### src/rtl/alu_pkg.sv
package alu_pkg;

  // Result selector carried by the two low bits of the function code.
  typedef enum logic [1:0] {
    SEL_AND  = 2'b00,
    SEL_OR   = 2'b01,
    SEL_SUM  = 2'b10,
    SEL_LESS = 2'b11
  } res_sel_e;

  // Function code with no defined operation.
  localparam logic [2:0] FN_UNUSED = 3'b011;

  // Position of the complement / carry-in control bit in the function code.
  localparam int unsigned FN_INV_BIT = 2;

endpackage : alu_pkg

### src/rtl/alu_operand_cond.sv
// Conditions the second operand: passes it through or complements it.
module alu_operand_cond #(
  parameter int unsigned WIDTH = 32
) (
  input  logic [WIDTH-1:0] opb_i,
  input  logic             inv_i,
  output logic [WIDTH-1:0] opb_eff_o
);

  // One XOR per bit; the control bit fans out across the word.
  for (genvar gi = 0; gi < WIDTH; gi++) begin : g_inv
    assign opb_eff_o[gi] = opb_i[gi] ^ inv_i;
  end

endmodule : alu_operand_cond

### src/rtl/alu_adder.sv
// Shared adder with an explicit carry-in; carry-out is not kept.
module alu_adder #(
  parameter int unsigned WIDTH = 32
) (
  input  logic [WIDTH-1:0] opa_i,
  input  logic [WIDTH-1:0] opb_i,
  input  logic             cin_i,
  output logic [WIDTH-1:0] sum_o
);

  logic [WIDTH:0] carry;

  assign carry[0] = cin_i;

  // Bit-level ripple description; synthesis is free to restructure it.
  for (genvar gi = 0; gi < WIDTH; gi++) begin : g_bit
    assign sum_o[gi]    = opa_i[gi] ^ opb_i[gi] ^ carry[gi];
    assign carry[gi+1]  = (opa_i[gi] & opb_i[gi]) |
                          (carry[gi] & (opa_i[gi] ^ opb_i[gi]));
  end

  logic unused_cout;
  assign unused_cout = carry[WIDTH];

endmodule : alu_adder

### src/rtl/alu_result_sel.sv
// Four-way result selection plus forcing of the undefined code to zero.
module alu_result_sel
  import alu_pkg::*;
#(
  parameter int unsigned WIDTH = 32
) (
  input  logic [WIDTH-1:0] and_i,
  input  logic [WIDTH-1:0] or_i,
  input  logic [WIDTH-1:0] sum_i,
  input  logic [2:0]       fn_i,
  output logic [WIDTH-1:0] res_o
);

  localparam int unsigned MSB = WIDTH - 1;

  res_sel_e                sel;
  logic     [WIDTH-1:0]    less_word;
  logic     [WIDTH-1:0]    picked;

  assign sel       = res_sel_e'(fn_i[1:0]);
  // Sign of the difference, widened with zeros.
  assign less_word = {{(WIDTH-1){1'b0}}, sum_i[MSB]};

  always_comb begin
    unique case (sel)
      SEL_AND:  picked = and_i;
      SEL_OR:   picked = or_i;
      SEL_SUM:  picked = sum_i;
      SEL_LESS: picked = less_word;
      default:  picked = '0;
    endcase
  end

  // The code without a defined operation returns zero.
  assign res_o = (fn_i == FN_UNUSED) ? '0 : picked;

endmodule : alu_result_sel

### src/rtl/eight_fn_alu.sv
// Top level: operand conditioning, logic terms, shared adder, selection, zero detect.
module eight_fn_alu
  import alu_pkg::*;
#(
  parameter int unsigned WIDTH = 32
) (
  input  logic [WIDTH-1:0] opa_i,
  input  logic [WIDTH-1:0] opb_i,
  input  logic [2:0]       fn_i,
  output logic [WIDTH-1:0] res_o,
  output logic             zero_o
);

  logic             inv;
  logic [WIDTH-1:0] opb_eff;
  logic [WIDTH-1:0] and_w;
  logic [WIDTH-1:0] or_w;
  logic [WIDTH-1:0] sum_w;

  assign inv = fn_i[FN_INV_BIT];

  alu_operand_cond #(.WIDTH(WIDTH)) u_cond (
    .opb_i     (opb_i),
    .inv_i     (inv),
    .opb_eff_o (opb_eff)
  );

  assign and_w = opa_i & opb_eff;
  assign or_w  = opa_i | opb_eff;

  // Same control bit is the carry-in, so inv=1 yields A + ~B + 1 = A - B.
  alu_adder #(.WIDTH(WIDTH)) u_add (
    .opa_i (opa_i),
    .opb_i (opb_eff),
    .cin_i (inv),
    .sum_o (sum_w)
  );

  alu_result_sel #(.WIDTH(WIDTH)) u_sel (
    .and_i (and_w),
    .or_i  (or_w),
    .sum_i (sum_w),
    .fn_i  (fn_i),
    .res_o (res_o)
  );

  assign zero_o = ~|res_o;

endmodule : eight_fn_alu

### config.mk
export PLATFORM = sky130hd
export DESIGN_NAME = eight_fn_alu
export DESIGN_NICKNAME = d
export VERILOG_FILES = /design/src/rtl/alu_pkg.sv /design/src/rtl/alu_operand_cond.sv /design/src/rtl/alu_adder.sv /design/src/rtl/alu_result_sel.sv /design/src/rtl/eight_fn_alu.sv
export SDC_FILE = /design/constraint.sdc
export NUM_CORES = 1
export LEC_CHECK = 0
export BUFFER_PORTS_ARGS = -buffer_cell sky130_fd_sc_hd__buf_2
export CAP_MARGIN = 20
export CORE_ASPECT_RATIO = 0.75
export CORE_UTILIZATION = 24
export DETAILED_ROUTE_END_ITERATION = 10
export PLACE_DENSITY = 0.43
export SYNTH_ARGS = -nofsm -noshare
export SYNTH_HDL_FRONTEND = slang
export SYNTH_SLANG_ARGS = --single-unit
### constraint.sdc
create_clock -name vclk -period 45.9
set_clock_uncertainty 0.2 [all_clocks]
set_input_delay 2.295 -clock vclk [all_inputs]
set_output_delay 2.295 -clock vclk [all_outputs]
set_load 0.01 [all_outputs]
==> load_flow_metrics.sql <==
INSERT INTO impl_metrics (metric_group, metric, value, unit) VALUES
('run_status', 'status', 'completed', ''),
('grt', 'grt_pass1_wl', '10900', 'µm'),
('critical_path', 'worstPathArrival', '17.28', 'ns'),
('grt', 'globalRouteTotalUtil', '11.5', '%'),
('critical_path', 'critPathMaxFanout', '35', ''),
('route', 'drt_first_iter_violations', '39', ''),
('critical_path', 'cpMostUsedCell', 'fa_1', ''),
('cells_and_area', 'final_non_filler_cell_area', '3300', 'µm²'),
('route', 'routed-via-count', '2197', ''),
('synth', 'synth_top_cell_by_area', 'ha_1', ''),
('synth', 'leading_post_synthesis_cells_by_cell_area', 'ha_1 30%, fa_1 22%, mux2i_1 11%, xor2_1 10%, inv_1 9.3%', ''),
('synth', 'synth.area.mux_share', '11.1', '%'),
('cells_and_area', 'flow.area_growth_from_synthesis', '22.1', '%'),
('synth', 'synthesis.area', '2710', 'µm²'),
('synth', 'yosys.area_share.simple', '4.26', '%'),
('critical_path', 'critPathLaunchType', 'primary input', ''),
('cells_and_area', 'clockBufferCount', '0', ''),
('synth', 'main_combinational_cell_family_by_area_after_synthesis', 'adder cells', ''),
('timing', 'worst_pin_slew', '0.823', 'ns'),
('timing', 'post-route-period-util', '43.1', '%'),
('placed_design', 'replace_congestion', '0.712', ''),
('critical_path', 'startpoint_to_endpoint_class_of_the_critical_path', 'primary input to output port', ''),
('hold_path', 'hold_end', 'res_o[30]', ''),
('floorplan', 'initial_utilization', '24.7', '%'),
('floorplan', 'rows', '33', ''),
('grt', 'number_of_global_route_vias_before_repair', '2165', ''),
('timing', 'relative_slew_slack', '45.2', '%'),
('hold_path', 'min_from', 'opa_i[30]', ''),
('floorplan', 'floorplan_die_area', '11700', 'µm²'),
('pwr', 'areal_power_density_over_the_cells', '12.7', 'nW/µm²'),
('pwr', 'p_leak', '1.89', 'nW'),
('cells_and_area', 'most_common_library_cell_in_the_layout_ignoring_fill_and_taps', 'buf_2', ''),
('route', 'postRouteAntennaNets', '0', ''),
('synth', 'xor_xnor_cell_area_share_of_the_yosys_netlist', '10.7', '%'),
('synth', 'synth_top_area_share', '29.6', '%'),
('cells_and_area', 'layout.sequential_cells', '0', ''),
('grt', 'grt_start_max_net_pins', '42', ''),
('grt', 'global_route.overflow_total', '0', ''),
('placed_design', 'place.detailed.hpwl', '5560', 'µm'),
('timing', 'timing_hold_violations_final', '0', ''),
('grt', 'grt_antenna_before_repair', '0', ''),
('timing', 'rsz0062_at_grt', 'false', ''),
('route', 'route.detailed.drc', '0', ''),
('critical_path', 'max_stage_delay', '0.51', 'ns'),
('synth', 'synth_cells', '295', ''),
('hold_path', 'hold_class', 'primary input to output port', ''),
('synth', 'yosys_warning_count', '0', ''),
('floorplan', 'placeableCoreArea', '10900', 'µm²'),
('synth', 'synth-adder-area-share', '51.8', '%'),
('floorplan', 'die_x', '125', 'µm'),
('cells_and_area', 'layout.cells.most_common_list', '100 x buf_2, 67 x inv_1, 64 x ha_1, 32 x xor2_1, 30 x fa_1', ''),
('synth', 'synth_cell_type_count', '30', ''),
('cells_and_area', 'fraction_of_layout_instances_using_a_drive_strength_above_1', '27.8', '%'),
('floorplan', 'fp.dieH', '93.9', 'µm'),
('clock_network', 'holdBufCountCts', '0', ''),
('pwr', 'p_total', '41.8', 'µW'),
('cells_and_area', 'area_taken_by_flip_flops_and_latches', '0', 'µm²'),
('critical_path', 'endpoint_kind', 'output port', ''),
('route', 'routed_via_density', '4.22', ''),
('cells_and_area', 'n_antenna_cell', '0', ''),
('synth', 'synth.yosys.seq_area_share', '0', '%'),
('placed_design', 'post_dp_cell_area', '3300', 'µm²'),
('hold_path', 'hold_path_depth', '5', ''),
('cells_and_area', 'layout.nets', '544', ''),
('run', 'max-cap-violations', '0', ''),
('clock_network', 'cts_resized', '0', ''),
('critical_path', 'crit_required', '43.40', 'ns'),
('floorplan', 'pin_count', '100', ''),
('pwr', 'vdd_ir_drop_max', '0.00492', 'mV'),
('route', 'detailedRoute.firstPassIterationCount', '4', ''),
('critical_path', 'crit_path_top_delay_cell', 'or4_1', ''),
('clock_network', 'post-cts-setup-buffers', '0', ''),
('placed_design', 'count_of_buffers_from_port_buffering', '100', ''),
('synth', 'synth_compound_gate_area_share', '9.34', '%'),
('timing', 'setup_viol', '0', ''),
('synth', 'synth.avg_cell_area', '9.17', 'µm²'),
('timing', 'achievable-frequency', '50.6', 'MHz'),
('timing', 'timing.setup.tns', '0', 'ns'),
('route', 'routedWlPerCell', '13.1', 'µm'),
('route', 'route.final.wire_length', '6850', 'µm'),
('timing', 'period_needed', '19.77', 'ns'),
('timing', 'slew_violations', '0', ''),
('synth', 'mappedNetlistNets', '456', '');
## worst max-delay path, delay by kind of cell
family                     cells  cell delay [ns]
buffers and inverters          5             0.86
AOI/OAI and AO/OA              2             0.32
xor gates and xnor gates       2             0.43
and+or+nand+nor                2             0.75
adders and majority gates     30            12.56
## cell usage after synthesis (2+ instances only)
| library cell | instances |
|---|---|
| buf_2 | 3 |
| buf_4 | 2 |
| buf_6 | 3 |
| clkbuf_1 | 7 |
| fa_1 | 30 |
| ha_1 | 64 |
| inv_1 | 67 |
| mux2i_1 | 29 |
| nand2_1 | 2 |
| nor2b_1 | 3 |
| nor4_1 | 6 |
| o21ai_0 | 2 |
| o22ai_1 | 28 |
| or4_1 | 2 |
| xor2_1 | 32 |
## through the flow
stage	setup slack (ns)	cells	hold WS [ns]	util, %
floorplan	26.62	295	4.66	-
global placement	26.16	521	4.93	30.2
detailed placement	26.02	521	4.94	30.2
CTS	25.95	521	4.94	30.2
global route	25.40	521	4.98	30.2
finish	26.13	521	4.93	30.2
## where the power goes
| group | internal (mW) | switching (mW) | leakage [nW] |
|---|---|---|---|
| Combinational | 0.0181 | 0.0237 | 1.89 |
| Sequential | 0 | 0 | 0 |
| Clock | 0 | 0 | 0 |
| Total | 0.0181 | 0.0237 | 1.89 |
## layer usage
layer	track usage, %	vias up	wire length, µm
met3	0.854	0	209
met2	21.0	39	3260
met1	15.7	1051	3380
li1	-	1107	-
met5	0	-	0
met4	0	0	0
## layout make-up
class | count | area, µm²
repair buffers | 102 | 515
fillers | 1164 | 7640
inverters | 67 | 251
well taps | 140 | 175
multi-input cells | 212 | 2360
## how the worst max path moves through the flow
stage	from	endpoint	slack, ns
2_1_floorplan	fn_i[2]	zero_o	26.62
3_3_place_gp	fn_i[2]	zero_o	26.16
3_5_place_dp	fn_i[2]	zero_o	26.02
4_1_cts	fn_i[2]	zero_o	25.95
5_1_grt	fn_i[2]	zero_o	25.40
6_report	fn_i[2]	zero_o	26.13
## cells by family after synthesis
logic type      count (synthesis)
buf+inv                        83
mux                            30
xor+xnor                       33
simple gates                   17
fa+ha+maj                      94
compound gates                 38
No activity file was read; power rests on OpenSTA's default activity.
